## src/rtl/crm_pkg.sv

```systemverilog
// Package: shared encodings for the clock ratio monitor.
// Assumes: ratio and state codes are observed at the top ports as 2-bit values.
package crm_pkg;

    typedef enum logic [1:0] {
        RC_NONE = 2'd0,
        RC_256  = 2'd1,
        RC_384  = 2'd2,
        RC_512  = 2'd3
    } ratio_code_t;

    typedef enum logic [1:0] {
        ST_MUTED     = 2'd0,
        ST_RAMP_UP   = 2'd1,
        ST_RUNNING   = 2'd2,
        ST_RAMP_DOWN = 2'd3
    } ramp_state_t;

    // Maps a measured period in master cycles to its ratio code.
    function automatic ratio_code_t classify_period(input int unsigned cycles);
        case (cycles)
            256:     return RC_256;
            384:     return RC_384;
            512:     return RC_512;
            default: return RC_NONE;
        endcase
    endfunction

endpackage

```

## src/rtl/crm_frame_sync.sv

```systemverilog
// Module: crm_frame_sync
// Brings the asynchronous frame clock into the master domain through STAGES flops,
// then flags each rising edge with a single-cycle pulse.
// Assumes: frame clock high and low phases each last at least two master cycles.
module crm_frame_sync #(
    parameter int STAGES = 2
) (
    input  logic clk,
    input  logic rst_n,
    input  logic frame_in,
    output logic rise
);
    logic [STAGES-1:0] pipe;
    logic              last;

    // Synchroniser chain plus one register for edge detection.
    always_ff @(posedge clk) begin
        if (!rst_n) begin
            pipe <= '0;
            last <= 1'b0;
        end else begin
            pipe <= {pipe[STAGES-2:0], frame_in};
            last <= pipe[STAGES-1];
        end
    end

    // A rising edge shows as new high after old low.
    assign rise = pipe[STAGES-1] & ~last;
endmodule

```

## src/rtl/crm_period_meter.sv

```systemverilog
// Module: crm_period_meter
// Counts master cycles between frame edges, classifies each full period and issues
// a timeout pulse every LOSS_LIMIT cycles with no edge.
// Assumes: the first edge after reset or after a timeout only arms the measurement.
module crm_period_meter
    import crm_pkg::*;
#(
    parameter int LOSS_LIMIT = 1024
) (
    input  logic        clk,
    input  logic        rst_n,
    input  logic        rise,
    output logic        meas_stb,
    output ratio_code_t meas_code,
    output logic        timeout
);
    localparam int CNT_W = $clog2(LOSS_LIMIT + 1);
    localparam logic [CNT_W-1:0] LIMIT_V = CNT_W'(LOSS_LIMIT);

    logic [CNT_W-1:0] cnt;
    logic             armed;

    // Timeout fires when the count hits the limit with no edge in this cycle.
    assign timeout   = !rise && (cnt == LIMIT_V);
    assign meas_stb  = rise && armed;
    assign meas_code = classify_period(32'(cnt));

    // Period counter: restarts on each edge and on each timeout.
    always_ff @(posedge clk) begin
        if (!rst_n) begin
            cnt   <= CNT_W'(1);
            armed <= 1'b0;
        end else if (rise) begin
            cnt   <= CNT_W'(1);
            armed <= 1'b1;
        end else if (timeout) begin
            cnt   <= CNT_W'(1);
            armed <= 1'b0;
        end else begin
            cnt   <= cnt + CNT_W'(1);
        end
    end
endmodule

```

## src/rtl/crm_ratio_qualifier.sv

```systemverilog
// Module: crm_ratio_qualifier
// Accepts a ratio after two consecutive equal valid measurements. Drops it on any
// differing measurement or on a timeout.
// Assumes: meas_stb and timeout are never high together.
module crm_ratio_qualifier
    import crm_pkg::*;
(
    input  logic        clk,
    input  logic        rst_n,
    input  logic        meas_stb,
    input  ratio_code_t meas_code,
    input  logic        timeout,
    output logic        ok,
    output ratio_code_t cur_code
);
    ratio_code_t prev_code;

    // Acceptance state: update on measurements, clear on clock loss.
    always_ff @(posedge clk) begin
        if (!rst_n) begin
            ok        <= 1'b0;
            cur_code  <= RC_NONE;
            prev_code <= RC_NONE;
        end else if (timeout) begin
            ok        <= 1'b0;
            cur_code  <= RC_NONE;
            prev_code <= RC_NONE;
        end else if (meas_stb) begin
            prev_code <= meas_code;
            if (ok) begin
                if (meas_code != cur_code) begin
                    ok       <= 1'b0;
                    cur_code <= RC_NONE;
                end
            end else if (meas_code != RC_NONE && meas_code == prev_code) begin
                ok       <= 1'b1;
                cur_code <= meas_code;
            end
        end
    end
endmodule

```

## src/rtl/crm_gain_ramp.sv

```systemverilog
// Module: crm_gain_ramp
// Four-state ramp controller. Steps the gain by a fixed amount on each tick, so a full
// ramp takes RAMP_STEPS ticks. Ramp-down always completes before ramp-up begins.
// Assumes: tick is a single-cycle pulse.
module crm_gain_ramp
    import crm_pkg::*;
#(
    parameter int GAIN_W     = 16,
    parameter int RAMP_STEPS = 64
) (
    input  logic              clk,
    input  logic              rst_n,
    input  logic              ok,
    input  logic              tick,
    output ramp_state_t       state,
    output logic [GAIN_W-1:0] gain
);
    localparam logic [GAIN_W-1:0] FULL = {GAIN_W{1'b1}};
    localparam logic [GAIN_W:0]   STEP = (GAIN_W+1)'((2 ** GAIN_W) / RAMP_STEPS);

    ramp_state_t       state_nx;
    logic [GAIN_W-1:0] gain_nx;
    logic [GAIN_W:0]   up_sum;

    assign up_sum = {1'b0, gain} + STEP;

    // Next-state and next-gain selection.
    always_comb begin
        state_nx = state;
        gain_nx  = gain;
        case (state)
            ST_MUTED: begin
                if (ok) state_nx = ST_RAMP_UP;
            end
            ST_RAMP_UP: begin
                if (!ok) begin
                    state_nx = ST_RAMP_DOWN;
                end else if (tick) begin
                    if (up_sum >= {1'b0, FULL}) begin
                        gain_nx  = FULL;
                        state_nx = ST_RUNNING;
                    end else begin
                        gain_nx = up_sum[GAIN_W-1:0];
                    end
                end
            end
            ST_RUNNING: begin
                if (!ok) state_nx = ST_RAMP_DOWN;
            end
            ST_RAMP_DOWN: begin
                if (tick) begin
                    if ({1'b0, gain} <= STEP) begin
                        gain_nx  = '0;
                        state_nx = ST_MUTED;
                    end else begin
                        gain_nx = gain - STEP[GAIN_W-1:0];
                    end
                end
            end
            default: state_nx = ST_MUTED;
        endcase
    end

    // State and gain registers.
    always_ff @(posedge clk) begin
        if (!rst_n) begin
            state <= ST_MUTED;
            gain  <= '0;
        end else begin
            state <= state_nx;
            gain  <= gain_nx;
        end
    end
endmodule

```

## src/rtl/clk_ratio_mute.sv

```systemverilog
// Module: clk_ratio_mute (top)
// Measures the master-to-frame clock ratio, qualifies it, and drives a soft mute gain.
// Steps come from frame edges, or from the loss timeout when frames stop.
// Assumes: frame_clk is asynchronous to clk; reset is synchronous, active low.
module clk_ratio_mute
    import crm_pkg::*;
#(
    parameter int GAIN_W      = 16,
    parameter int RAMP_STEPS  = 64,
    parameter int LOSS_LIMIT  = 1024,
    parameter int SYNC_STAGES = 2
) (
    input  logic              clk,
    input  logic              rst_n,
    input  logic              frame_clk,
    output logic [1:0]        ratio_code,
    output logic              ratio_ok,
    output logic [GAIN_W-1:0] gain,
    output logic [1:0]        ramp_state
);
    logic        rise;
    logic        meas_stb;
    logic        timeout;
    ratio_code_t meas_code;
    ratio_code_t cur_code;
    ramp_state_t st;

    crm_frame_sync #(.STAGES(SYNC_STAGES)) u_sync (
        .clk      (clk),
        .rst_n    (rst_n),
        .frame_in (frame_clk),
        .rise     (rise)
    );

    crm_period_meter #(.LOSS_LIMIT(LOSS_LIMIT)) u_meter (
        .clk       (clk),
        .rst_n     (rst_n),
        .rise      (rise),
        .meas_stb  (meas_stb),
        .meas_code (meas_code),
        .timeout   (timeout)
    );

    crm_ratio_qualifier u_qual (
        .clk       (clk),
        .rst_n     (rst_n),
        .meas_stb  (meas_stb),
        .meas_code (meas_code),
        .timeout   (timeout),
        .ok        (ratio_ok),
        .cur_code  (cur_code)
    );

    crm_gain_ramp #(.GAIN_W(GAIN_W), .RAMP_STEPS(RAMP_STEPS)) u_ramp (
        .clk   (clk),
        .rst_n (rst_n),
        .ok    (ratio_ok),
        .tick  (rise | timeout),
        .state (st),
        .gain  (gain)
    );

    assign ratio_code = cur_code;
    assign ramp_state = st;
endmodule

```

## config.mk

```make
export PLATFORM = sky130hd
export DESIGN_NAME = clk_ratio_mute
export DESIGN_NICKNAME = d
export VERILOG_FILES = /design/src/rtl/crm_pkg.sv /design/src/rtl/crm_frame_sync.sv /design/src/rtl/crm_period_meter.sv /design/src/rtl/crm_ratio_qualifier.sv /design/src/rtl/crm_gain_ramp.sv /design/src/rtl/clk_ratio_mute.sv
export SDC_FILE = /design/constraint.sdc
export NUM_CORES = 1
export LEC_CHECK = 0
export BUFFER_PORTS_ARGS = -buffer_cell sky130_fd_sc_hd__clkbuf_2
export CAP_MARGIN = 30
export CORE_MARGIN = 8
export CORE_UTILIZATION = 60
export CTS_BUF_LIST = sky130_fd_sc_hd__clkbuf_4
export DETAILED_ROUTE_END_ITERATION = 10
export PLACE_DENSITY = 0.78
export SLEW_MARGIN = 20
export SYNTH_ARGS = -nofsm -noshare
export SYNTH_HDL_FRONTEND = slang
export SYNTH_SLANG_ARGS = --single-unit
```

## constraint.sdc

```tcl
create_clock -name clk -period 2.3 [get_ports clk]
set_clock_uncertainty 0.1 [all_clocks]
set_input_delay 0.46 -clock clk [delete_from_list [all_inputs] [get_ports clk]]
set_output_delay 0.46 -clock clk [all_outputs]
set_load 0.03 [all_outputs]
```

==> impl_metrics.csv <==
group,metric,value,unit
place,post-dp-hpwl,2802,um
worst_hold_path,hold_path.class,"primary input to register",
grt,grt_usage,15.35,%
die,rows,20,
synthesis,synth_edf_count,0,
layout,antenna_cells,0,
route,vias,1585,
layout,area_delta_synth_final,7.859,%
synthesis,syn_nets,237,
sta,setup_viol,0,
sta,tightest_slew,0.4806,ns
grt,grt_max_degree,19,
sta,max_freq,451.1,MHz
route,drtIter0Drc,95,
clocking,cts_tree,"done",
route,routed_wl,3763,um
synthesis,yosys_most_used_dff,"dfxtp_1",
worst_setup_path,cp_data_arrival_time,2.34,ns
sta,finalMaxSlewViolations,0,
route,wl_per_cell,13.34,um
power_and_ir_drop,p_leak,0.8108,nW
place,place_ws,0.07054,ns
layout,layout-drive-gt1-share,22.27,%
sta,period_needed,2.217,ns
clocking,htree_num_levels,2,
worst_setup_path,critPathLaunchType,"register",
sta,slew_headroom,67.75,%
grt,grt_pass1_wl,6527,um
grt,overflow,0,
die,initial_core_util,62.58,%
worst_setup_path,r2r_slack,0.08,ns
die,die_h,72.43,um
sta,finalHoldViolCount,0,
sta,setup-tns-final,0,ns
die,dieWidth,72.43,um
worst_setup_path,worstPathMaxFanout,11,
sta,rsz0062_at_grt,"false",
synthesis,synthTopCellsByArea,"dfxtp_1 30%, ha_1 7.2%, xor2_1 5.0%, nor2_1 3.9%, nand3_1 3.7%",
power_and_ir_drop,p_per_area,521.7,nW/um2
synthesis,yosys_warnings,0,
place,numPortBuffers,23,
synthesis,synth-seq-cells,29,
power_and_ir_drop,finalPower,1.075,mW
synthesis,synth_cells,223,
clocking,max-clock-path-buffers,2,
die,ios,24,
sta,period_share,96.38,%
route,drc_errors,0,
synthesis,yosys.cell_types.count,57,
clocking,cts_setup_buffers,0,
synthesis,yosysTopAreaCell,"dfxtp_1",
grt,antenna_found_initial,0,
worst_setup_path,cp.required,2.43,ns
clocking,clk_pin_slew,0.09,ns
worst_setup_path,critPathKind,"register to register",
flow_run,drv_cap,0,
route,ant_nets,0,
synthesis,syn_area,1911,um2
synthesis,synthArstFlopShare,0,%
sta,fin_ws,0.08316,ns
route,firstDrtPassIters,4,
grt,grt_pass1_vias,1450,
synthesis,synth_seq_area_share,30.39,%
place,routabilityCongestion,0.9034,
clocking,clockRootBuffer,"clkbuf_4",
clocking,cts_hold_buffers,0,
clocking,cts_buffers,5,
layout,nNetsFinal,251,
route,avgViaCountPerCell,5.621,
synthesis,synth_top_area_share,30.39,%
synthesis,post_synth.cell_area_avg,8.568,um2
worst_setup_path,cp-end-kind,"register",
die,core_area,3053,um2
clocking,cts_resized,0,
outcome,status,"finished clean",
clocking,clock-sinks,29,
power_and_ir_drop,irDropWorstVdd,0.3165,mV
die,die_area,5246,um2
clocking,insertion_delay,0.33,ns
==> where the power goes <==
part | internal [mW] | switching [mW]
Combinational | 0.0523 | 0.0695
Sequential | 0.517 | 0.0178
Clock | 0.238 | 0.181
Total | 0.807 | 0.268
==> worst max-delay path, cell delays in order (launching register included) <==
cell     delay, ns
dfxtp_2       0.45
ha_1          0.32
xor2_1        0.17
nand3_1       0.09
o31ai_1       0.33
and2_1        0.31
nor4_1        0.09
nor3b_1       0.25
==> layout make-up <==
cell class,count,area (um2)
Multi-Input combinational cell,166,1172
Fill cell,275,992.2
Sequential cell,29,583.1
Timing Repair Buffer,26,137.6
Tap cell,44,55.05
Clock buffer,6,45.04
Clock inverter,2,33.78
Inverter,9,33.78
==> routing by layer <==
layer	global-route usage (%)	wire (um)	part of all wire, %	up-vias
met5	0	0	0	-
met4	6.444	69	1.8	0
met3	4.270	203	5.4	8
met2	25.08	1758	47	44
met1	18.36	1732	46	722
li1	-	-	-	811
==> cell usage after synthesis (2+ instances only) <==
| master | count |
|---|---|
| a211oi_1 | 2 |
| a21boi_0 | 2 |
| a21oi_1 | 13 |
| and2_1 | 6 |
| and3_1 | 4 |
| buf_2 | 3 |
| buf_4 | 9 |
| buf_6 | 2 |
| clkbuf_1 | 5 |
| dfxtp_1 | 29 |
| ha_1 | 11 |
| inv_1 | 9 |
| mux2i_1 | 4 |
| nand2_1 | 12 |
| nand2b_1 | 2 |
| nand3_1 | 14 |
| nand4_1 | 3 |
| nor2_1 | 20 |
| nor2b_1 | 5 |
| nor3_1 | 5 |
| nor3_2 | 3 |
| nor4_1 | 2 |
| nor4b_1 | 2 |
| o21ai_0 | 10 |
| o31ai_1 | 2 |
| xnor2_1 | 3 |
| xor2_1 | 11 |
==> sequential cells by signal, indices dropped and copies added, names as in the netlist <==
name and count:
u_meter.armed 1, u_ramp.state 2, u_qual.ok 1, u_qual.cur_code 2, u_sync.last 1, u_qual.prev_code 2, u_sync.pipe 2, u_ramp.gain 7
u_meter.cnt 11
==> kinds of logic after synthesis <==
kind of cell	count (synthesis)	share of synthesized area, %
AND/OR/NAND/NOR	89	26.79
XOR/XNOR	14	6.418
buffers and inverters	28	8.251
multiplexers	4	2.096
flip-flops	29	30.39
AO/OA/AOI/OAI	48	18.86
adder cells (fa/ha/maj)	11	7.204
==> through the flow <==
step | instances | utilization (%) | instance area (um2) | hold WS, ns
2_1_floorplan | 223 | - | 1911 | 0.3119
3_3_place_gp | 274 | 64.84 | 1979 | 0.3166
3_5_place_dp | 274 | 64.84 | 1979 | 0.3381
4_1_cts | 282 | 67.42 | 2058 | 0.2277
5_1_grt | 282 | 67.50 | 2061 | 0.2169
6_report | 282 | 67.50 | 2061 | 0.2379
==> layout by cell type, fill, tap and decap left out, types with 2 or more instances in the layout <==
cell	count
o21ai_0	10
dfxtp_1	27
nand3_1	14
nor4_1	2
and3_1	4
nor4b_1	2
a211oi_1	2
nor3_2	3
mux2i_1	4
clkbuf_2	23
a21oi_1	13
nor2b_1	5
nand2b_1	2
dfxtp_2	2
nor3_1	5
nand2_1	12
xnor2_1	3
nand4_1	3
a21boi_0	2
inv_1	9
and2_1	6
nor2_1	20
ha_1	11
xor2_1	11
clkbuf_4	6
o31ai_1	2
buf_4	3
==> path summary, 6_finish.rpt <==
| kind | start | end | cells past startpoint |
|---|---|---|---|
| setup / recovery | u_ramp.gain[11] | u_ramp.gain[14] | 7 |
| hold / removal | frame_clk | u_sync.pipe[0] | 2 |
| setup reg to reg | u_ramp.gain[11] | u_ramp.gain[14] | 7 |
| hold reg to reg | u_sync.pipe[1] | u_sync.last | 1 |
No activity file was read; power rests on OpenSTA's default activity.
